--- config.mk ---
export PLATFORM = sky130hd
export DESIGN_NAME = csb_timing_gen
export DESIGN_NICKNAME = d
export VERILOG_FILES = /design/src/rtl/csb_pkg.sv /design/src/rtl/csb_cfg_decode.sv /design/src/rtl/csb_lane_mask.sv /design/src/rtl/csb_strobe_gen.sv /design/src/rtl/csb_sequencer.sv /design/src/rtl/csb_timing_gen.sv
export SDC_FILE = /design/constraint.sdc
export NUM_CORES = 1
export LEC_CHECK = 0
export BUFFER_PORTS_ARGS = -buffer_cell sky130_fd_sc_hd__buf_2
export CELL_PAD_IN_SITES_DETAIL_PLACEMENT = 2
export CELL_PAD_IN_SITES_GLOBAL_PLACEMENT = 2
export CORE_MARGIN = 2
export CORE_UTILIZATION = 34
export CTS_CLUSTER_SIZE = 14
export DETAILED_ROUTE_END_ITERATION = 6
export PLACE_DENSITY_LB_ADDON = 0.1
export SLEW_MARGIN = 10
export SYNTH_ARGS = -nofsm -noshare
export SYNTH_HDL_FRONTEND = slang
export SYNTH_SLANG_ARGS = --single-unit
--- constraint.sdc ---
create_clock -name clk -period 9.5 [get_ports clk]
set_input_delay 0.95 -clock clk [delete_from_list [all_inputs] [get_ports clk]]
set_output_delay 0.95 -clock clk [all_outputs]
set_load 0.005 [all_outputs]
--- src/rtl/csb_pkg.sv ---
package csb_pkg;

    // Field widths fixed by the configuration word layout
    localparam int WSC_W  = 6;
    localparam int WWS_W  = 3;
    localparam int EDC_W  = 4;
    localparam int CNC_W  = 2;
    localparam int EDGE_W = 4;
    localparam int DSZ_W  = 3;

    // Longest access in half clocks: 2*(2^WSC_W + 2^WWS_W)
    localparam int HALF_W = $clog2(2 * ((1 << WSC_W) + (1 << WWS_W)) + 1);

    // Upper word field positions
    localparam int UP_EDC_LSB = 0;
    localparam int UP_WWS_LSB = 4;
    localparam int UP_WSC_LSB = 8;
    localparam int UP_CNC_LSB = 14;

    // Lower word field positions
    localparam int LO_OEA_LSB = 28;
    localparam int LO_OEN_LSB = 24;
    localparam int LO_WEA_LSB = 20;
    localparam int LO_WEN_LSB = 16;
    localparam int LO_EBC_BIT = 11;
    localparam int LO_DSZ_LSB = 8;
    localparam int LO_WP_BIT  = 4;
    localparam int LO_EN_BIT  = 0;

    localparam logic [DSZ_W-1:0] DSZ_WIDE = 3'b101;

    typedef struct packed {
        logic [WSC_W-1:0]  wait_st;
        logic [WWS_W-1:0]  wr_wait;
        logic [EDC_W-1:0]  dead_rd;
        logic [CNC_W-1:0]  cs_gap;
        logic [EDGE_W-1:0] oe_on;
        logic [EDGE_W-1:0] oe_off;
        logic [EDGE_W-1:0] we_on;
        logic [EDGE_W-1:0] we_off;
        logic              we_wr_only;
        logic              wide;
        logic              wr_prot;
        logic              cs_en;
    } csb_cfg_t;

    typedef struct packed {
        logic ce_n;
        logic re_n;
        logic we_n;
        logic doe;
        logic ale;
        logic cle;
    } csb_pins_t;

    typedef enum logic [1:0] {
        ST_IDLE = 2'd0,
        ST_ACC  = 2'd1,
        ST_GAP  = 2'd2
    } csb_state_t;

    localparam csb_pins_t CSB_PINS_IDLE = '{ce_n: 1'b1, re_n: 1'b1, we_n: 1'b1,
                                            doe: 1'b0, ale: 1'b0, cle: 1'b0};

    // Access length in half clocks
    function automatic logic [HALF_W-1:0] csb_len(csb_cfg_t c, logic wr);
        logic [HALF_W-1:0] n;
        n = HALF_W'(c.wait_st) + HALF_W'(1) + (wr ? HALF_W'(c.wr_wait) : HALF_W'(0));
        return n << 1;
    endfunction

    // Idle half clocks owed after an access
    function automatic logic [HALF_W-1:0] csb_gap(csb_cfg_t c, logic wr);
        logic [EDC_W-1:0] m;
        m = wr ? '0 : c.dead_rd;
        if (EDC_W'(c.cs_gap) > m) m = EDC_W'(c.cs_gap);
        return HALF_W'(m) << 1;
    endfunction

endpackage

--- src/rtl/csb_cfg_decode.sv ---
module csb_cfg_decode
    import csb_pkg::*;
(
    input  logic [31:0] cfg_upper,
    input  logic [31:0] cfg_lower,
    output csb_cfg_t    cfg
);

    always_comb begin
        cfg.wait_st    = cfg_upper[UP_WSC_LSB +: WSC_W];
        cfg.wr_wait    = cfg_upper[UP_WWS_LSB +: WWS_W];
        cfg.dead_rd    = cfg_upper[UP_EDC_LSB +: EDC_W];
        cfg.cs_gap     = cfg_upper[UP_CNC_LSB +: CNC_W];
        cfg.oe_on      = cfg_lower[LO_OEA_LSB +: EDGE_W];
        cfg.oe_off     = cfg_lower[LO_OEN_LSB +: EDGE_W];
        cfg.we_on      = cfg_lower[LO_WEA_LSB +: EDGE_W];
        cfg.we_off     = cfg_lower[LO_WEN_LSB +: EDGE_W];
        cfg.we_wr_only = cfg_lower[LO_EBC_BIT];
        cfg.wide       = (cfg_lower[LO_DSZ_LSB +: DSZ_W] == DSZ_WIDE);
        cfg.wr_prot    = cfg_lower[LO_WP_BIT];
        cfg.cs_en      = cfg_lower[LO_EN_BIT];
    end

    // Fields this block does not act on
    logic unused_cfg_bits;
    assign unused_cfg_bits = ^{cfg_upper[31:16], cfg_upper[7],
                               cfg_lower[15:12], cfg_lower[7:5], cfg_lower[3:1]};

endmodule

--- src/rtl/csb_lane_mask.sv ---
module csb_lane_mask #(
    parameter int DATA_W = 16,
    parameter int LANE_W = 8
) (
    input  logic [DATA_W-1:0] din,
    input  logic              wide,
    output logic [DATA_W-1:0] dout
);

    localparam int LANES = DATA_W / LANE_W;

    for (genvar g = 0; g < LANES; g++) begin : g_lane
        if (g == 0) begin : g_base
            assign dout[g*LANE_W +: LANE_W] = din[g*LANE_W +: LANE_W];
        end else begin : g_upper
            assign dout[g*LANE_W +: LANE_W] = wide ? din[g*LANE_W +: LANE_W] : '0;
        end
    end

endmodule

--- src/rtl/csb_strobe_gen.sv ---
module csb_strobe_gen
    import csb_pkg::*;
(
    input  csb_cfg_t          cfg,
    input  logic              wr,
    input  logic [HALF_W-1:0] h,
    input  logic [HALF_W-1:0] len,
    input  logic [1:0]        sel,
    output csb_pins_t         pins
);

    logic [HALF_W:0] h_x;
    logic [HALF_W:0] len_x;
    logic            oe_win;
    logic            we_win;

    assign h_x   = {1'b0, h};
    assign len_x = {1'b0, len};

    // Window: start offset counted forward, end offset counted back from the end
    assign oe_win = (h >= HALF_W'(cfg.oe_on)) && ((h_x + (HALF_W+1)'(cfg.oe_off)) < len_x);
    assign we_win = (h >= HALF_W'(cfg.we_on)) && ((h_x + (HALF_W+1)'(cfg.we_off)) < len_x);

    always_comb begin
        pins.ce_n = 1'b0;
        pins.re_n = !(!wr && oe_win);
        pins.we_n = !((wr || !cfg.we_wr_only) && we_win);
        pins.doe  = wr;
        pins.ale  = sel[1];
        pins.cle  = sel[0];
    end

endmodule

--- src/rtl/csb_sequencer.sv ---
module csb_sequencer
    import csb_pkg::*;
#(
    parameter int DATA_W = 16,
    parameter int LANE_W = 8
) (
    input  logic              clk,
    input  logic              rst,
    input  logic              req_valid,
    input  logic              req_write,
    input  logic [1:0]        req_sel,
    input  logic [DATA_W-1:0] req_wdata,
    input  csb_cfg_t          cfg_in,
    input  logic [DATA_W-1:0] bus_din,
    output logic              req_ready,
    output logic              rsp_done,
    output logic              rsp_err,
    output logic [DATA_W-1:0] rsp_rdata,
    output logic              vis_act,
    output csb_cfg_t          vis_cfg,
    output logic              vis_wr,
    output logic [HALF_W-1:0] vis_h,
    output logic [HALF_W-1:0] vis_len,
    output logic [1:0]        vis_sel,
    output logic [DATA_W-1:0] vis_wdata
);

    csb_state_t        st_q;
    logic [HALF_W-1:0] h_q;
    logic [HALF_W-1:0] len_q;
    logic [HALF_W-1:0] gap_q;
    csb_cfg_t          cfg_q;
    logic              wr_q;
    logic [1:0]        sel_q;
    logic [DATA_W-1:0] wdata_q;
    logic              done_q;
    logic              err_q;
    logic [DATA_W-1:0] rdata_q;

    logic              accept;
    logic              refuse;
    logic              start;
    logic              last;
    logic              grab;
    logic [HALF_W-1:0] gap_need;
    logic [DATA_W-1:0] din_m;

    assign req_ready = (st_q == ST_IDLE);
    assign accept    = req_ready && req_valid;
    assign refuse    = !cfg_in.cs_en || (req_write && cfg_in.wr_prot);
    assign start     = accept && !refuse;
    assign last      = (st_q == ST_ACC) && (h_q == len_q - HALF_W'(1));
    assign gap_need  = csb_gap(cfg_q, wr_q);

    // Capture on the final half clock of the output-enable window
    assign grab = (st_q == ST_ACC) && !wr_q &&
                  (((HALF_W+1)'(h_q) + (HALF_W+1)'(cfg_q.oe_off) + (HALF_W+1)'(1))
                   == (HALF_W+1)'(len_q));

    csb_lane_mask #(.DATA_W(DATA_W), .LANE_W(LANE_W)) u_rd_mask (
        .din  (bus_din),
        .wide (cfg_q.wide),
        .dout (din_m)
    );

    always_ff @(posedge clk) begin
        if (rst) begin
            st_q    <= ST_IDLE;
            h_q     <= '0;
            len_q   <= '0;
            gap_q   <= '0;
            cfg_q   <= '0;
            wr_q    <= 1'b0;
            sel_q   <= '0;
            wdata_q <= '0;
            done_q  <= 1'b0;
            err_q   <= 1'b0;
            rdata_q <= '0;
        end else begin
            done_q <= last || (accept && refuse);
            err_q  <= accept && refuse;
            if (grab) rdata_q <= din_m;
            case (st_q)
                ST_IDLE: begin
                    if (start) begin
                        st_q    <= ST_ACC;
                        h_q     <= '0;
                        len_q   <= csb_len(cfg_in, req_write);
                        cfg_q   <= cfg_in;
                        wr_q    <= req_write;
                        sel_q   <= req_sel;
                        wdata_q <= req_wdata;
                    end
                end
                ST_ACC: begin
                    if (last) begin
                        if (gap_need == '0) begin
                            st_q <= ST_IDLE;
                        end else begin
                            st_q  <= ST_GAP;
                            gap_q <= gap_need;
                        end
                    end else begin
                        h_q <= h_q + HALF_W'(1);
                    end
                end
                ST_GAP: begin
                    gap_q <= gap_q - HALF_W'(1);
                    if (gap_q == HALF_W'(1)) st_q <= ST_IDLE;
                end
                default: st_q <= ST_IDLE;
            endcase
        end
    end

    // Look-ahead view of the half clock that the pins will show next
    always_comb begin
        vis_act   = 1'b0;
        vis_cfg   = cfg_q;
        vis_wr    = wr_q;
        vis_h     = h_q + HALF_W'(1);
        vis_len   = len_q;
        vis_sel   = sel_q;
        vis_wdata = wdata_q;
        if (start) begin
            vis_act   = 1'b1;
            vis_cfg   = cfg_in;
            vis_wr    = req_write;
            vis_h     = '0;
            vis_len   = csb_len(cfg_in, req_write);
            vis_sel   = req_sel;
            vis_wdata = req_wdata;
        end else if (st_q == ST_ACC && !last) begin
            vis_act = 1'b1;
        end
    end

    assign rsp_done  = done_q;
    assign rsp_err   = err_q;
    assign rsp_rdata = rdata_q;

endmodule

--- src/rtl/csb_timing_gen.sv ---
module csb_timing_gen
    import csb_pkg::*;
#(
    parameter int DATA_W = 16,
    parameter int LANE_W = 8
) (
    input  logic              clk,
    input  logic              rst,
    input  logic [31:0]       cfg_upper,
    input  logic [31:0]       cfg_lower,
    input  logic              req_valid,
    input  logic              req_write,
    input  logic [1:0]        req_sel,
    input  logic [DATA_W-1:0] req_wdata,
    output logic              req_ready,
    output logic              rsp_done,
    output logic              rsp_err,
    output logic [DATA_W-1:0] rsp_rdata,
    output logic              bus_ce_n,
    output logic              bus_re_n,
    output logic              bus_we_n,
    output logic              bus_ale,
    output logic              bus_cle,
    output logic [DATA_W-1:0] bus_dout,
    output logic              bus_doe,
    input  logic [DATA_W-1:0] bus_din
);

    csb_cfg_t          cfg_in;
    logic              vis_act;
    csb_cfg_t          vis_cfg;
    logic              vis_wr;
    logic [HALF_W-1:0] vis_h;
    logic [HALF_W-1:0] vis_len;
    logic [1:0]        vis_sel;
    logic [DATA_W-1:0] vis_wdata;
    logic [DATA_W-1:0] wdata_m;
    csb_pins_t         pins_nxt;
    csb_pins_t         pins_q;
    logic [DATA_W-1:0] dout_q;

    csb_cfg_decode u_decode (
        .cfg_upper (cfg_upper),
        .cfg_lower (cfg_lower),
        .cfg       (cfg_in)
    );

    csb_sequencer #(.DATA_W(DATA_W), .LANE_W(LANE_W)) u_seq (
        .clk       (clk),
        .rst       (rst),
        .req_valid (req_valid),
        .req_write (req_write),
        .req_sel   (req_sel),
        .req_wdata (req_wdata),
        .cfg_in    (cfg_in),
        .bus_din   (bus_din),
        .req_ready (req_ready),
        .rsp_done  (rsp_done),
        .rsp_err   (rsp_err),
        .rsp_rdata (rsp_rdata),
        .vis_act   (vis_act),
        .vis_cfg   (vis_cfg),
        .vis_wr    (vis_wr),
        .vis_h     (vis_h),
        .vis_len   (vis_len),
        .vis_sel   (vis_sel),
        .vis_wdata (vis_wdata)
    );

    csb_strobe_gen u_strobe (
        .cfg  (vis_cfg),
        .wr   (vis_wr),
        .h    (vis_h),
        .len  (vis_len),
        .sel  (vis_sel),
        .pins (pins_nxt)
    );

    csb_lane_mask #(.DATA_W(DATA_W), .LANE_W(LANE_W)) u_wr_mask (
        .din  (vis_wdata),
        .wide (vis_cfg.wide),
        .dout (wdata_m)
    );

    always_ff @(posedge clk) begin
        if (rst) begin
            pins_q <= CSB_PINS_IDLE;
            dout_q <= '0;
        end else begin
            pins_q <= vis_act ? pins_nxt : CSB_PINS_IDLE;
            dout_q <= (vis_act && vis_wr) ? wdata_m : '0;
        end
    end

    assign bus_ce_n = pins_q.ce_n;
    assign bus_re_n = pins_q.re_n;
    assign bus_we_n = pins_q.we_n;
    assign bus_ale  = pins_q.ale;
    assign bus_cle  = pins_q.cle;
    assign bus_doe  = pins_q.doe;
    assign bus_dout = dout_q;

endmodule

==> results.yml, run 1 <==
worst_setup_path:
  reg2reg_from: "u_seq.st_q[1]$_SDFFE_PP0P_"
  crit_fanout: 57
  worstSetupStartpointType: "flip-flop"
  worstReg2RegEnd: "bus_we_n$_SDFF_PP1_"
  timing.critical_path.to_type: "flip-flop"
  timing.setup.critical_path_class: "flip-flop to flip-flop"
  register_to_register_path_depth: 19
  cp.required_ns: 9.75
  critical_path_arrival_ns: 4.99
  regToRegSetupSlack_ns: 4.76
clock_network:
  numCtsBuffers: 9
  clock_latency_ns: 0.36
  cts.path.max_buffers: 2
  postCtsSetupRepairBufs: 0
  post_cts_hold_buffer_count: 0
  clk_pin_slew_ns: 0.08
  htreeDepth: 3
  tritoncts: "yes"
  numClockSinks: 109
  ctsRootBufferMaster: "clkbuf_16"
  post_cts_resize_count: 0
timing:
  fmax_mhz: 211
  post-route-worst-setup-slack_ns: 4.76
  final-max-slew-violation-count: 0
  hold_viol: 0
  tns_ns: 0
  period_minus_slack_ns: 4.74
  final-setup-viol-count: 0
  slew-limit-headroom_pct: 32.2
  worst_slew_pin_slew_ns: 1.02
  final_min_period_over_clock_period_pct: 49.9
  final.setup_skew_ns: 0.0155
  grt_setup_unrepaired: "no"
  fin_worst_hold_slack_ns: 0.455
logic_synthesis:
  post_synth_most_frequent_cells: "109 x dfxtp_1, 96 x nand2_1, 96 x nor2_1, 71 x a21oi_1, 41 x ha_1"
  syn-instance-count: 728
  synth_area_leaders: "dfxtp_1 36%, ha_1 8.6%, nand2_1 6.0%, nor2_1 6.0%, a21oi_1 5.9%"
  synthesis.area_per_instance_um2: 8.21
  synth-compound-area-share_pct: 17.5
  yosysSeqAreaShare_pct: 36.5
  synth_edf_count: 0
  multiplexer_share_of_the_synthesized_area_pct: 5.55
  synth_top_cell_by_area: "dfxtp_1"
  yosys.area_share.simple_pct: 20.4
  synth_top_flop_cell: "dfxtp_1"
  post_synthesis_xor_xnor_area_fraction_pct: 5.71
  postSynthNetCount: 873
  number_of_distinct_library_cell_variants_in_the_gate_level_netlist_after_synthesis: 66
  synth_top_family_by_area: "simple AND/OR/NAND/NOR gates"
  yosys_warnings: 0
  ys_ff_latch: 109
  synth_top_cell_area_share_pct: 36.5
  synthAdderAreaFrac_pct: 10.3
  synth.cell_area_um2: 5980
  async_flop_share_pct: 0
  yosys.cell_count.top_type: "dfxtp_1"
floorplanning:
  core-area_um2: 17200
  fp.dieArea_um2: 18700
  floorplan.die.width_um: 137
  num_io_pins: 143
  die-height_um: 137
  floorplan.rows: 48
  start_util_pct: 34.7
global_routing:
  number_of_antenna_violations_at_the_first_check_in_global_routing: 1
  globalRouteOverflowTotal: 0
  vias_in_the_first_global_route: 6130
  first_pass_grt_wire_length_um: 31200
  grt_max_degree: 86
  grt_usage_pct: 21.4
place:
  dpl_cell_area_um2: 6750
  detailed_place_hpwl_um: 14700
  io_buffer_count: 115
  detailedPlace.worstSlack_ns: 4.51
  gp_congestion: 0.811
hold_path:
  hold_path_startpoint: "u_seq.rsp_rdata[11]$_SDFFE_PP0P_"
  timing.hold.worst_path_depth: 2
  hold_path_class: "flip-flop to flip-flop"
  hold_path_end: "u_seq.rsp_rdata[11]$_SDFFE_PP0P_"
power:
  worst_ir_drop_vdd_v: 0.0000797
  report.power.total_w: 0.00108
  power_density_nw_per_um2: 153
  power_leakage_nw: 3.03
drt:
  post_drt_via_cell_ratio: 5.34
  ant_nets: 0
  routed-via-count: 5615
  dr.first_iter.drc_count: 126
  drc_errors: 0
  drtPass1Iterations: 4
  avgRoutedWirePerCell_um: 18.8
  wirelength_um: 19700
finish:
  number_of_nets_in_the_layout: 966
  fillerInstances: 1983
  ff_latch_area_um2: 2180
  layout-drive-gt1-share_pct: 18.4
  areaGrowthSynthToFinish_pct: 17.5
  design_area_um2: 7030
  multi_input_comb_area_um2: 3570
run:
  drv.max_cap_violation_count: 0
outcome:
  outcome: "finished, final reports clean"
## cell families after synthesis
kind of cell,after synthesis
fa+ha+maj,49
flops,109
buf+inv,64
xor+xnor,39
compound gates,164
simple gates,270
mux,33
## final cells by class
cell class / instances / share of cell area [%]
antenna: 1 / 0.0356
clock buffer: 11 / 3.31
clock inverter: 5 / 0.641
inverter: 26 / 1.39
multi-input combinational: 555 / 50.8
sequential: 109 / 31.0
tap: 225 / 4.01
timing repair buffer: 120 / 8.72
## critical path: stages (launching register included)
cell	delay (ns)
dfxtp_1	0.32
inv_1	0.13
ha_1	0.30
nand3_1	0.24
a21oi_4	0.19
buf_4	0.61
nand2_1	0.18
nand2_1	0.10
ha_1	0.21
ha_1	0.19
a311oi_1	0.06
o32ai_1	0.27
a21o_1	0.29
a21o_1	0.15
a21oi_1	0.07
ha_1	0.35
a21o_1	0.18
a221oi_1	0.28
o21ai_0	0.13
a2111o_1	0.35
## power by group
| group | total [W] | switching, W | internal, W | leakage [nW] |
|---|---|---|---|---|
| clock | 0.000369 | 0.000187 | 0.000182 | 0.132 |
| combinational | 0.000219 | 0.000131 | 0.0000881 | 2.01 |
| sequential | 0.000489 | 0.0000142 | 0.000475 | 0.883 |
| total | 0.00108 | 0.000332 | 0.000745 | 3.03 |
## per-layer routing
| layer | track usage [%] | vias to the layer above | wire length [um] |
|---|---|---|---|
| li1 | - | 2713 | - |
| met1 | 25.3 | 2792 | 8550 |
| met2 | 38.5 | 85 | 10100 |
| met3 | 4.00 | 25 | 707 |
| met4 | 7.23 | 0 | 389 |
| met5 | 0 | - | 0 |
## metrics by stage
step	util, %	cells
finish	40.8	1052
global route	40.8	1051
CTS	40.8	1051
detailed placement	39.1	1035
global placement	39.1	1035
floorplan	-	728
## cells in the final DEF, fill, tap and decap left out, types with 4 or more instances in the layout
cell       instances
nor3_1             7
nand2_1           96
inv_1             24
o211ai_1           4
a21o_1             8
o31ai_1            4
nor2_1            96
nand3_1           13
a211oi_1           5
mux2i_1           32
o2111ai_1          4
o21a_1             4
nor2b_1            8
nand3b_1           4
buf_4              5
maj3_1             6
clkbuf_16          9
buf_2            115
or3_1              6
ha_1              41
o21ai_0           23
or2_2              9
xor2_1            13
and3_1             6
xnor2_1           26
a21oi_1           70
nand2b_1           7
o32ai_1            4
dfxtp_1          109
## worst max-delay path by stage
stage	start	slack, ns	end	cells past startpoint
floorplan	cfg_lower[0]	4.55	bus_we_n$_SDFF_PP1_	18
global placement	cfg_lower[0]	4.57	bus_we_n$_SDFF_PP1_	18
detailed placement	cfg_lower[0]	4.51	bus_we_n$_SDFF_PP1_	18
CTS	u_seq.st_q[1]$_SDFFE_PP0P_	4.73	bus_we_n$_SDFF_PP1_	19
global route	u_seq.st_q[1]$_SDFFE_PP0P_	4.32	bus_we_n$_SDFF_PP1_	19
finish	u_seq.st_q[1]$_SDFFE_PP0P_	4.76	bus_we_n$_SDFF_PP1_	19
## flip-flops by register name, summed over array words and instances (netlist names), 2 cells and up, named ones only
name             flops
u_seq.cfg_q         22
u_seq.st_q           2
u_seq.sel_q          2
u_seq.rsp_rdata     16
u_seq.wdata_q       16
u_seq.len_q          8
u_seq.gap_q          8
u_seq.h_q            8
bus_dout            16
Note: power is estimated with default switching activity, not from simulation.
==> run 2: changes to the inputs <==
--- a/config.mk
+++ b/config.mk
@@ -9,7 +9,7 @@
 export CELL_PAD_IN_SITES_DETAIL_PLACEMENT = 2
 export CELL_PAD_IN_SITES_GLOBAL_PLACEMENT = 2
 export CORE_MARGIN = 2
-export CORE_UTILIZATION = 34
+export CORE_UTILIZATION = 31
 export CTS_CLUSTER_SIZE = 14
 export DETAILED_ROUTE_END_ITERATION = 6
 export PLACE_DENSITY_LB_ADDON = 0.1
==> constraint.sdc (replaced) <==
create_clock -name clk -period 4.89 [get_ports clk]
set_input_delay 0.489 -clock clk [delete_from_list [all_inputs] [get_ports clk]]
set_output_delay 0.489 -clock clk [all_outputs]
set_load 0.005 [all_outputs]
==> run 2 against run 1 <==
Largest cell class unchanged. Non-clock buffer count increased by 2. Worst setup slack worse by 4.2 ns. Critical path type unchanged. Largest power group unchanged. Core utilization is 3.0 points lower. Global-route usage is 1.5 points lower. Clock power up 100%. Highest routed layer is now met5. Design area grew 1.1%. Worst hold slack got worse by 0.11 ns. Clock-buffer cell count down 1. Combinational power up 95%. Routed wire length decreased by 1.2%. Sequential power grew 94%. Register-to-register slack got worse by 4.2 ns.
==> results.yml, run 2 (synthesis results as in run 1) <==
hold_path:
  hold_path_class: "input port to flip-flop"
place:
  io_buffer_count: 115
  detailed_place_hpwl_um: 15200
  detailedPlace.worstSlack_ns: 0.539
  gp_congestion: 0.829
  post-place-cells: 1072
run:
  drv.max_cap_violation_count: 0
worst_setup_path:
  crit_fanout: 11
  timing.critical_path.to_type: "flip-flop"
  cp.required_ns: 5.13
  critical_path_arrival_ns: 4.57
  timing.setup.critical_path_class: "flip-flop to flip-flop"
  cp_slowest_cell: "maj3_1"
  top_cell_by_count_worst_path: "ha_1"
  max_stage_delay_ns: 0.40
  crit_chain: "inv_1 > ha_1 > nand3_1 > nand2b_2 > nand2_1 > nand2_1 > ha_1 > maj3_1 > maj3_1 > a21oi_1 > nor2_1 > xor2_1 > nor2_1 > ha_1 > a21o_1 > a221oi_1 > o21ai_0 > a2111o_1"
  worstSetupStartpointType: "flip-flop"
finish:
  number_of_nets_in_the_layout: 968
  layout.cells.most_common: "buf_2"
  ff_latch_area_um2: 2180
  utilization_pct: 37.7
  largest_register_ff_count: 22
  fillerInstances: 2182
  areaGrowthSynthToFinish_pct: 18.8
  multi_input_comb_area_um2: 3570
  finish.cell_count_without_fillers: 1090
  layout.cells.most_common_list: "115 x buf_2, 109 x dfxtp_1, 96 x nand2_1, 96 x nor2_1, 70 x a21oi_1"
  largest_register: "u_seq.cfg_q"
  layout-drive-gt1-share_pct: 18.7
drt:
  ant_nets: 0
  avgRoutedWirePerCell_um: 17.9
  dr.first_iter.drc_count: 182
  drc_errors: 0
  routed-via-count: 5546
  wirelength_um: 19500
  post_drt_via_cell_ratio: 5.09
  drtPass1Iterations: 4
timing:
  grt_setup_unrepaired: "no"
  final-setup-viol-count: 0
  worst_slew_pin_slew_ns: 1.02
  final_min_period_over_clock_period_pct: 88.5
  tns_ns: 0
  fin_worst_hold_slack_ns: 0.348
  final-max-slew-violation-count: 0
  post-route-worst-setup-slack_ns: 0.563
  period_minus_slack_ns: 4.33
  slew-limit-headroom_pct: 31.7
  final.setup_skew_ns: 0.00888
  hold_viol: 0
  fmax_mhz: 231
power:
  power_density_nw_per_um2: 298
  worst_ir_drop_vdd_v: 0.000187
  power_leakage_nw: 3.05
clock_network:
  tritoncts: "yes"
  postCtsSetupRepairBufs: 0
  numCtsBuffers: 9
  numClockSinks: 109
  post_cts_hold_buffer_count: 0
  post_cts_resize_count: 0
  ctsRootBufferMaster: "clkbuf_16"
  cts.path.max_buffers: 2
  clock_latency_ns: 0.36
  clk_pin_slew_ns: 0.08
  htreeDepth: 3
global_routing:
  number_of_antenna_violations_at_the_first_check_in_global_routing: 3
  vias_in_the_first_global_route: 6078
  globalRouteOverflowTotal: 0
  grt_usage_pct: 19.8
  first_pass_grt_wire_length_um: 31800
  grt_max_degree: 51
outcome:
  outcome: "finished, final reports clean"
floorplanning:
  start_util_pct: 31.8
  num_io_pins: 143
  core-area_um2: 18800
  floorplan.die.width_um: 143
  die-height_um: 143
  floorplan.rows: 50
  fp.dieArea_um2: 20400
==> run 2: cell types whose count changed in the layout (fill, tap and decap cells not counted), sizes merged <==
cell and delta:
clkinvlp -1, diode +1, inv +3, clkbuf -1
buf +2, clkinv -1
==> run 2: power breakdown <==
group	total (W)	internal, W	switching (W)	leakage (nW)
registers	0.000949	0.000922	0.0000270	0.883
clock network	0.000744	0.000363	0.000381	0.144
logic	0.000428	0.000172	0.000255	2.02
==> run 2: final timing paths <==
| path | from | end | slack, ns | depth (start not counted) |
|---|---|---|---|---|
| worst max register to register | u_seq.st_q[1]$_SDFFE_PP0P_ | bus_we_n$_SDFF_PP1_ | 0.56 | 18 |
| worst min-delay path | cfg_lower[0] | u_seq.rsp_err$_SDFF_PP0_ | 0.35 | 2 |
| worst max-delay path | u_seq.st_q[1]$_SDFFE_PP0P_ | bus_we_n$_SDFF_PP1_ | 0.56 | 18 |
| worst min register to register | u_seq.gap_q[1]$_SDFFE_PP0P_ | u_seq.gap_q[1]$_SDFFE_PP0P_ | 0.46 | 2 |
==> run 2: area by class of cell <==
type                            count  share of cell area [%]
Clock buffer                       10                    3.22
Sequential cell                   109                    30.7
Tap cell                          260                    4.58
Antenna cell                        2                  0.0704
Timing Repair Buffer              122                    8.84
Clock inverter                      6                   0.916
Multi-Input combinational cell    555                    50.3
Inverter                           26                    1.37
==> run 2: metal layers <==
| metal | wire length (um) | track usage, % |
|---|---|---|
| met2 | 9970 | 35.5 |
| met4 | 312 | 5.42 |
| met3 | 883 | 5.60 |
| met1 | 8330 | 23.2 |
| met5 | 16 | 0 |
==> run 2: through the flow <==
stage          cell area (um2)  power (W)
4_1_cts                   7100    0.00216
3_3_place_gp              6810    0.00138
6_report                  7110    0.00212
5_1_grt                   7100    0.00225
2_1_floorplan             5980    0.00125
3_5_place_dp              6810    0.00140
==> run 2: worst max-delay path: cells and delay by family, from the launching register on <==
family / cells / cell delay [ns]
adder cells (fa/ha/maj): 5 / 1.45
AO/OA/AOI/OAI: 5 / 1.20
AND/OR/NAND/NOR: 6 / 0.96
flip-flops: 1 / 0.32
XOR/XNOR: 1 / 0.14
buffers and inverters: 1 / 0.12
==> run 3: changes to the inputs <==
--- a/config.mk
+++ b/config.mk
@@ -10,6 +10,7 @@
 export CELL_PAD_IN_SITES_GLOBAL_PLACEMENT = 2
 export CORE_MARGIN = 2
 export CORE_UTILIZATION = 31
+export CTS_BUF_LIST = sky130_fd_sc_hd__clkbuf_16
 export CTS_CLUSTER_SIZE = 14
 export DETAILED_ROUTE_END_ITERATION = 6
 export PLACE_DENSITY_LB_ADDON = 0.1
==> constraint.sdc (replaced) <==
create_clock -name clk -period 4.89 [get_ports clk]
set_input_delay 1.467 -clock clk [delete_from_list [all_inputs] [get_ports clk]]
set_output_delay 1.467 -clock clk [all_outputs]
set_load 0.005 [all_outputs]
==> run 3 against run 2 <==
Register-to-register slack gained 0.08 ns. Highest routed layer unchanged. Non-clock buffer count grew 22. Largest power group unchanged. Critical path type is now input port to flip-flop. Worst hold slack gained 0.11 ns.
==> results.yml, run 3 (synthesis results as in run 1) <==
timing:
  fmax_mhz: 217
  final-max-slew-violation-count: 0
  grt_setup_unrepaired: "no"
  slew-limit-headroom_pct: 34.9
  worst_slew_pin_slew_ns: 0.969
  period_minus_slack_ns: 4.60
  post-route-worst-setup-slack_ns: 0.288
  hold_viol: 0
  final-setup-viol-count: 0
  final_min_period_over_clock_period_pct: 94.1
  final.setup_skew_ns: 0.00638
floorplanning:
  start_util_pct: 31.8
  fp.dieArea_um2: 20400
  die-height_um: 143
  core-area_um2: 18800
  floorplan.die.width_um: 143
  num_io_pins: 143
  floorplan.rows: 50
run:
  drv.max_cap_violation_count: 0
worst_setup_path:
  timing.critical_path.to_type: "flip-flop"
  worstReg2RegEnd: "bus_we_n$_SDFF_PP1_"
  crit_path_start: "cfg_lower[0]"
  critical_path_arrival_ns: 4.85
  cp-endpoint: "bus_we_n$_SDFF_PP1_"
  worstSetupStartpointType: "input port"
  regToRegSetupSlack_ns: 0.64
  timing.setup.critical_path_class: "input port to flip-flop"
  register_to_register_path_depth: 19
  reg2reg_from: "u_seq.st_q[0]$_SDFFE_PP0P_"
  cp.required_ns: 5.14
  crit_fanout: 12
place:
  detailedPlace.worstSlack_ns: -0.0977
  io_buffer_count: 115
  gp_congestion: 0.869
  post-place-cells: 1092
  dpl_cell_area_um2: 6980
  detailed_place_hpwl_um: 15800
finish:
  areaGrowthSynthToFinish_pct: 22.2
  largest_register_ff_count: 22
  design_area_um2: 7310
  layout-drive-gt1-share_pct: 21.6
  number_of_nets_in_the_layout: 990
  layout.cells.most_common: "buf_2"
  largest_register: "u_seq.cfg_q"
  layout.cells.most_common_list: "115 x buf_2, 109 x dfxtp_1, 96 x nand2_1, 96 x nor2_1, 68 x a21oi_1"
  finish.cell_count_without_fillers: 1111
  utilization_pct: 38.8
clock_network:
  numCtsBuffers: 9
  post_cts_hold_buffer_count: 0
  tritoncts: "yes"
  ctsRootBufferMaster: "clkbuf_16"
  clk_pin_slew_ns: 0.08
  numClockSinks: 109
  cts.path.max_buffers: 2
  htreeDepth: 3
  clock_latency_ns: 0.37
drt:
  routed-via-count: 5604
  wirelength_um: 20600
  avgRoutedWirePerCell_um: 18.5
  ant_nets: 0
  dr.first_iter.drc_count: 192
  drc_errors: 0
  post_drt_via_cell_ratio: 5.04
  drtPass1Iterations: 4
hold_path:
  hold_path_startpoint: "u_seq.rsp_rdata[12]$_SDFFE_PP0P_"
  hold_path_class: "flip-flop to flip-flop"
outcome:
  outcome: "finished, final reports clean"
global_routing:
  grt_max_degree: 49
  first_pass_grt_wire_length_um: 33200
  number_of_antenna_violations_at_the_first_check_in_global_routing: 2
  global_route.usage.met1_pct: 24.9
  vias_in_the_first_global_route: 6268
  grtUsageMet3_pct: 3.66
  grt_busiest_layer: "met2"
  globalRouteOverflowTotal: 0
  grt_usage_pct: 20.8
  global_route.usage.met2_pct: 38.0
power:
  report.power.total_w: 0.00218
  worst_ir_drop_vdd_v: 0.000187
  power_leakage_nw: 3.17
  power_density_nw_per_um2: 298
-- run 3: cell types whose count changed in the layout (fill, tap and decap cells not counted), sizes merged --
cell,before,now
buf,122,144
clkbuf,10,9
clkinvlp,0,1
diode,2,1
-- run 3: worst min path at each step --
stage / to / slack (ns) / depth (start not counted)
4_1_cts: u_seq.rsp_rdata[12]$_SDFFE_PP0P_ / 0.46 / 2
5_1_grt: u_seq.rsp_rdata[12]$_SDFFE_PP0P_ / 0.49 / 2
2_1_floorplan: u_seq.gap_q[1]$_SDFFE_PP0P_ / 0.43 / 2
6_report: u_seq.rsp_rdata[12]$_SDFFE_PP0P_ / 0.46 / 2
3_3_place_gp: u_seq.rsp_rdata[9]$_SDFFE_PP0P_ / 0.44 / 2
3_5_place_dp: u_seq.rsp_rdata[12]$_SDFFE_PP0P_ / 0.45 / 2
-- run 3: worst max-delay path, cell delays in order --
cell	delay [ns]
buf_2	0.10
nand3_2	0.16
a21oi_4	0.24
buf_12	0.17
nand2_1	0.09
nand2_1	0.07
ha_2	0.20
ha_1	0.18
a311oi_1	0.06
o32ai_1	0.35
a21o_1	0.26
nand3_1	0.13
a21oi_2	0.17
ha_1	0.25
a21o_1	0.20
a221oi_2	0.28
o21ai_1	0.11
a2111o_1	0.34
-- run 3: repair_timing --
| item | in CTS | in global routing |
|---|---|---|
| resized for setup | 0 | 3 |
| setup endpoints to repair | 0 | 1 |
| buffers inserted | 0 | 2 |
-- run 3: layer usage --
layer	vias to the layer above	routed length, um
li1	2760	-
met1	2747	9080
met2	76	10500
met3	19	664
met4	2	314
met5	-	11
-- run 3: area by class of cell --
| type | count | area [um2] |
|---|---|---|
| Antenna cell | 1 | 2.50 |
| Clock buffer | 9 | 225 |
| Clock inverter | 7 | 75.1 |
| Fill cell | 2186 | 11500 |
| Inverter | 26 | 97.6 |
| Multi-Input combinational cell | 555 | 3600 |
| Sequential cell | 109 | 2180 |
| Tap cell | 260 | 325 |
| Timing Repair Buffer | 144 | 806 |
-- run 3: stage by stage --
stage               setup TNS (ns)  hold slack, ns
floorplan                        0           0.432
global placement                 0           0.437
detailed placement         -0.0977           0.448
CTS                              0           0.460
global route                     0           0.492
finish                           0           0.458
-- run 3: power by group --
part	internal (W)	switching, W	leakage, nW
combinational	0.000193	0.000270	2.14
sequential	0.000922	0.0000279	0.883
clock	0.000365	0.000397	0.145
total	0.00148	0.000696	3.17
